--- config.mk ---
export PLATFORM = sky130hd
export DESIGN_NAME = edge_watchdog_top
export DESIGN_NICKNAME = d
export VERILOG_FILES = /design/src/rtl/edgewd_pkg.sv /design/src/rtl/wd_sync_edge.sv /design/src/rtl/wd_limit_decode.sv /design/src/rtl/wd_timeout_core.sv /design/src/rtl/edge_watchdog_top.sv
export SDC_FILE = /design/constraint.sdc
export NUM_CORES = 1
export LEC_CHECK = 0
export ABC_AREA = 1
export BUFFER_PORTS_ARGS = -buffer_cell sky130_fd_sc_hd__buf_2
export CAP_MARGIN = 10
export CORE_MARGIN = 5
export CORE_UTILIZATION = 61
export DETAILED_ROUTE_END_ITERATION = 6
export GPL_TIMING_DRIVEN = 0
export PLACE_DENSITY_LB_ADDON = 0.2
export SYNTH_ARGS = -nofsm -noshare
export SYNTH_HDL_FRONTEND = slang
export SYNTH_HIERARCHICAL = 1
export SYNTH_SLANG_ARGS = --single-unit
--- constraint.sdc ---
create_clock -name clk -period 3.3 [get_ports clk]
set_input_delay 0.165 -clock clk [delete_from_list [all_inputs] [get_ports clk]]
set_output_delay 0.165 -clock clk [all_outputs]
set_load 0.05 [all_outputs]
--- src/rtl/edgewd_pkg.sv ---
package edgewd_pkg;

    localparam int unsigned SEL_W     = 3;
    localparam int unsigned MAX_SHIFT = 6;

    typedef enum logic [1:0] {
        ST_OFF  = 2'd0,
        ST_RUN  = 2'd1,
        ST_TRIP = 2'd2
    } wd_state_e;

    typedef struct packed {
        logic fail;
        logic pulse;
    } wd_out_t;

    // Saturating doubling exponent taken from the select code
    function automatic logic [2:0] sel_shift(input logic [SEL_W-1:0] sel);
        return (int'(sel) > int'(MAX_SHIFT)) ? 3'(MAX_SHIFT) : 3'(sel);
    endfunction

endpackage

--- src/rtl/wd_sync_edge.sv ---
module wd_sync_edge #(
    parameter int unsigned STAGES = 2
) (
    input  logic clk,
    input  logic rst,
    input  logic din,
    output logic act_o
);
    logic [STAGES-1:0] chain_q;
    logic              last_q;

    always_ff @(posedge clk) begin
        if (rst) begin
            chain_q <= '0;
            last_q  <= 1'b0;
        end else begin
            chain_q <= {chain_q[STAGES-2:0], din};
            last_q  <= chain_q[STAGES-1];
        end
    end

    // either direction of change is activity
    assign act_o = chain_q[STAGES-1] ^ last_q;

endmodule

--- src/rtl/wd_limit_decode.sv ---
module wd_limit_decode
    import edgewd_pkg::*;
#(
    parameter int unsigned BASE_TICKS = 200,
    parameter int unsigned CNT_W      = 14
) (
    input  logic             clk,
    input  logic             rst,
    input  logic [SEL_W-1:0] sel,
    output logic [CNT_W-1:0] limit
);
    localparam logic [CNT_W-1:0] BASE_V = CNT_W'(BASE_TICKS);
    localparam logic [CNT_W-1:0] TOP_V  = CNT_W'(BASE_TICKS) << MAX_SHIFT;

    always_comb begin
        limit = BASE_V << sel_shift(sel);
    end


    limit_range_chk: assert property (@(posedge clk) disable iff (rst)
        (limit >= BASE_V) && (limit <= TOP_V));

endmodule

--- src/rtl/wd_timeout_core.sv ---
module wd_timeout_core
    import edgewd_pkg::*;
#(
    parameter int unsigned CNT_W = 14
) (
    input  logic             clk,
    input  logic             rst,
    input  logic             enable_i,
    input  logic             tick_en_i,
    input  logic             act_i,
    input  logic [CNT_W-1:0] limit_i,
    output wd_out_t          flags_o
);
    wd_state_e        st_q;
    logic [CNT_W-1:0] cnt_q;
    logic             pulse_q;
    logic [CNT_W:0]   cnt_inc;

    assign cnt_inc = {1'b0, cnt_q} + 1'b1;

    always_ff @(posedge clk) begin
        if (rst) begin
            st_q    <= ST_OFF;
            cnt_q   <= '0;
            pulse_q <= 1'b0;
        end else begin
            pulse_q <= 1'b0;
            if (!enable_i) begin
                st_q  <= ST_OFF;
                cnt_q <= '0;
            end else if (act_i) begin
                st_q  <= ST_RUN;
                cnt_q <= '0;
            end else if (st_q != ST_TRIP) begin
                if (tick_en_i) begin
                    if (cnt_inc >= {1'b0, limit_i}) begin
                        st_q    <= ST_TRIP;
                        pulse_q <= 1'b1;
                    end else begin
                        st_q  <= ST_RUN;
                        cnt_q <= cnt_inc[CNT_W-1:0];
                    end
                end else begin
                    st_q <= ST_RUN;
                end
            end
        end
    end

    assign flags_o.fail  = (st_q == ST_TRIP);
    assign flags_o.pulse = pulse_q;


    pulse_single_chk: assert property (@(posedge clk) disable iff (rst)
        pulse_q |=> !pulse_q);


    pulse_on_rise_chk: assert property (@(posedge clk) disable iff (rst)
        pulse_q |-> (st_q == ST_TRIP) && ($past(st_q) != ST_TRIP));


    disable_clears_chk: assert property (@(posedge clk) disable iff (rst)
        !enable_i |=> (st_q != ST_TRIP) && (cnt_q == '0));


    activity_clears_chk: assert property (@(posedge clk) disable iff (rst)
        (enable_i && act_i) |=> (st_q != ST_TRIP) && (cnt_q == '0));


    trip_needs_limit_chk: assert property (@(posedge clk) disable iff (rst)
        $rose(st_q == ST_TRIP) |-> $past(tick_en_i) && ($past(cnt_inc) >= $past({1'b0, limit_i})));


    no_tick_hold_chk: assert property (@(posedge clk) disable iff (rst)
        (enable_i && !act_i && !tick_en_i) |=> $stable(cnt_q));

endmodule

--- src/rtl/edge_watchdog_top.sv ---
module edge_watchdog_top
    import edgewd_pkg::*;
#(
    parameter int unsigned BASE_TICKS  = 200,
    parameter int unsigned SYNC_STAGES = 2
) (
    input  logic             clk,
    input  logic             rst,
    input  logic             tick_en,
    input  logic             mon_in,
    input  logic [SEL_W-1:0] tmo_sel,
    input  logic             enable,
    output logic             wd_fail,
    output logic             tmo_pulse
);
    localparam int unsigned CNT_W = $clog2(BASE_TICKS * (2 ** MAX_SHIFT) + 1);

    logic             act;
    logic [CNT_W-1:0] limit;
    wd_out_t          flags;

    wd_sync_edge #(.STAGES(SYNC_STAGES)) u_sync (
        .clk   (clk),
        .rst   (rst),
        .din   (mon_in),
        .act_o (act)
    );

    wd_limit_decode #(.BASE_TICKS(BASE_TICKS), .CNT_W(CNT_W)) u_dec (
        .clk   (clk),
        .rst   (rst),
        .sel   (tmo_sel),
        .limit (limit)
    );

    wd_timeout_core #(.CNT_W(CNT_W)) u_core (
        .clk       (clk),
        .rst       (rst),
        .enable_i  (enable),
        .tick_en_i (tick_en),
        .act_i     (act),
        .limit_i   (limit),
        .flags_o   (flags)
    );

    assign wd_fail   = flags.fail;
    assign tmo_pulse = flags.pulse;


    reset_quiet_chk: assert property (@(posedge clk)
        $past(rst) |-> !wd_fail && !tmo_pulse);

endmodule

==> summary.md <==
• **outcome** finished clean
• **fraction of final layout cells sized beyond drive strength 1** 9.09%
• **cells on worst reg2reg path** 19
• **number of global-route vias before repair** 1406
• **clk slew on worst S/H paths** 0.12 ns
• **Static Leakage** 1.04 nW
• **Wirelength per Cell** 9.98 µm
• **GRT Residual Overflow** 0
• **number of iterations in the first detailed-routing pass** 4
• **Cell variety after synth** 24
• **RSZ-0062 raised after global routing** false
• **aggregate routed wire length** 3.28 mm
• **final clock skew** 0.00415 ns
• **share of synthesized registers carrying an async set or reset** 0%
• **vias post-DR** 1573
• **setup violation total in the final timing report** 0
• **P per Cell Area** 342 nW/µm²
• **number of top-level design ports** 10
• **average footprint of a synthesized cell** 6.10 µm²
• **met1 Resource Use GR** 22.0%
• **DRC marker count from the first detailed-route iteration** 52
• **kind of capture point of the worst setup path** register
• **proportion of synthesized chip area in sequential cells** 23.3%
• **worst min path class** primary input to register
• **maximum number of pins on one net before global-route repair** 13
• **Worst setup SP type** register
• **aggregate negative setup slack** 0 ns
• **synthesis-stage register bit count** 20
• **port buffer count** 9
• **initial core utilization** 62.9%
• **Hold Fails Final Rpt** 0
• **critical path class** register to register
• **critical path's slowest cell** sky130_fd_sc_hd__dfxtp_1
• **post-detailed-route via-to-cell ratio** 4.80
• **count of filler cells inserted in the layout** 248
• **biggest fanout along the worst timing path** 10
• **first-pass GRT wire length** 5.79 mm
• **maximum count of clock buffers along a single path** 2
• **antenna violations before repair** 0
• **CP Cell Sequence** ha_1 > nand2_2 > nor2_4 > inv_1 > nor2_1 > inv_1 > o21ai_0 > o21ai_0 > inv_1 > ha_1 > nand2_1 > nor2_1 > nand3_1 > nand2_1 > a21oi_2 > nand3_4 > buf_6 > nor2_1 > nor2_1
• **Layout area overhead** 8.36%
• **Core Rows** 19
• **Clock Latency Late Sink** 0.31 ns
• **Die H** 63.1 µm
• **highest ir drop seen on vdd** 310 µV
• **total of warnings raised by yosys** 6
• **number of maximum-capacitance violations** 0
• **sink count of the clock tree** 20
• **cell depth of the worst hold path** 2
• **combined area of all synthesized cells** 1720 µm²
• **CP most frequent cell** sky130_fd_sc_hd__nor2_1
• **critical path data required time** 3.52 ns
• **TritonCTS clock tree** yes
• **worst hold slack** 0.0413 ns
• **routing usage on met3** 3.20%
• **data arrival time at the worst-slack endpoint** 3.06 ns
• **final layout net count** 325
• **H-tree levels** 1
• **Post-CTS Setup Bufs** 0
• **Detail Placement HPWL** 2.70 mm
• **Std-Cell Core Area** 2730 µm²
• **overall die area** 3980 µm²
• **Die Wd** 63.1 µm
• **maximum clock frequency** 352 MHz
• **met2 routing resource usage after global routing** 30.3%
• **crit path time final** 2.84 ns
• **number of enable-type register cells in the synthesized netlist** 0
• **Total Power Consumption** 0.638 mW
• **final weighted congestion of routability-driven global placement** 0.873
• **delay of the slowest cell on the worst path** 0.43 ns
• **final cycle utilization of the critical path** 86.1%
• **most heavily used metal layer in global routing** met2
• **total DRC errors in the routed layout** 0
• **commonest register cell after synthesis** sky130_fd_sc_hd__dfxtp_1
• **Hold Buf Count CTS** 0
• **CTS buffer count** 3
• **overall global routing resource usage** 17.5%
• **number of antenna diodes** 0
• **final max-slew violation count** 0
• **Cells after Synth** 282
• **Resized cells post-CTS** 0
• **root buffer selected by CTS** sky130_fd_sc_hd__clkbuf_4
• **post-route antenna net violation count** 0
==> state kept, by name, summed over array words and instances (netlist names) <==
name / cells
u_sync/chain_q: 2
u_core/cnt_q: 14
u_core/st_q: 2
u_sync/last_q: 1
u_core/pulse_q: 1
==> placed cells by master, fill, tap and decap left out, drive strengths merged <==
| master | n |
|---|---|
| a21oi | 7 |
| nor3 | 3 |
| clkbuf | 6 |
| xor2 | 9 |
| nor2 | 55 |
| nand2 | 75 |
| inv | 62 |
| nand4 | 4 |
| conb | 3 |
| and3 | 1 |
| nand3 | 9 |
| ha | 19 |
| bufinv | 1 |
| o21ai | 6 |
| o21bai | 1 |
| dfxtp | 20 |
| buf | 16 |
==> cell usage after synthesis, types with 2 or more instances <==
library cell | n | area share, %
sky130_fd_sc_hd__a21oi_1 | 6 | 1.7
sky130_fd_sc_hd__buf_4 | 4 | 1.7
sky130_fd_sc_hd__buf_6 | 3 | 2.0
sky130_fd_sc_hd__clkbuf_1 | 2 | 0.44
sky130_fd_sc_hd__dfxtp_1 | 20 | 23
sky130_fd_sc_hd__ha_1 | 19 | 14
sky130_fd_sc_hd__inv_1 | 62 | 14
sky130_fd_sc_hd__nand2_1 | 72 | 16
sky130_fd_sc_hd__nand2_2 | 2 | 0.73
sky130_fd_sc_hd__nand3_1 | 8 | 2.3
sky130_fd_sc_hd__nand4_1 | 4 | 1.5
sky130_fd_sc_hd__nor2_1 | 54 | 12
sky130_fd_sc_hd__nor3_1 | 3 | 0.87
sky130_fd_sc_hd__o21ai_0 | 5 | 1.5
sky130_fd_sc_hd__xor2_1 | 9 | 4.6
==> layer usage <==
layer	routed length (µm)	share of wire (%)	vias to the layer above
li1	-	-	856
met1	1560	48	685
met2	1550	47	28
met3	137	4.2	4
met4	27	0.82	0
met5	0	0	-
==> layout make-up <==
| type | instances | area [µm²] | share of cell area (%) |
|---|---|---|---|
| clock inverter | 1 | 30.0 | 1.61 |
| multi-input combinational | 192 | 1020 | 54.5 |
| tap | 31 | 38.8 | 2.08 |
| buffer | 10 | 78.8 | 4.23 |
| inverter | 62 | 233 | 12.5 |
| timing repair buffer | 9 | 45.0 | 2.42 |
| sequential | 20 | 400 | 21.5 |
| clock buffer | 3 | 22.5 | 1.21 |
==> critical path, delay by kind of cell (launching register included) <==
kind            cells  cell delay (ns)
simple gates       10             0.93
fa+ha+maj           2             0.48
flops               1             0.43
buf+inv             4             0.40
compound gates      3             0.49
==> logic make-up (layout without fill, tap and decap cells) <==
kind of cell / Yosys count / after routing / synth area share (%)
and+or+nand+nor: 147 / 147 / 35.6
buffers and inverters: 72 / 85 / 18.1
DFF: 20 / 20 / 23.3
adders and majority gates: 19 / 19 / 13.8
AOI/OAI and AO/OA: 14 / 14 / 4.44
xor gates and xnor gates: 9 / 9 / 4.58
other: 1 / 3 / 0.218
==> final timing paths <==
| kind | start | endpoint | slack, ns |
|---|---|---|---|
| worst max-delay path | u_core/cnt_q[0]$_SDFFE_PP0P_ | u_core/cnt_q[13]$_SDFFE_PP0P_ | 0.46 |
| worst min-delay path | rst | u_sync/chain_q[0]$_SDFF_PP0_ | 0.04 |
| worst max register to register | u_core/cnt_q[0]$_SDFFE_PP0P_ | u_core/cnt_q[13]$_SDFFE_PP0P_ | 0.46 |
| worst min register to register | u_sync/chain_q[0]$_SDFF_PP0_ | u_sync/chain_q[1]$_SDFF_PP0_ | 0.41 |
==> stage by stage <==
stage | util, % | cells | worst slack [ns] | cell area [µm²]
floorplan | - | 284 | 0.886 | 1730
detailed placement | 66.3 | 324 | 0.464 | 1810
finish | 68.2 | 328 | 0.457 | 1860
global placement | 66.3 | 324 | 0.546 | 1810
CTS | 68.2 | 328 | 0.444 | 1860
global route | 68.2 | 328 | 0.0795 | 1860
==> where the power goes <==
part	internal (mW)	switching [mW]	total, mW
Combinational	0.0658	0.105	0.170
Clock	0.123	0.0821	0.205
Sequential	0.253	0.00903	0.262
Total	0.442	0.196	0.638
(Power assumes the default switching activity.)
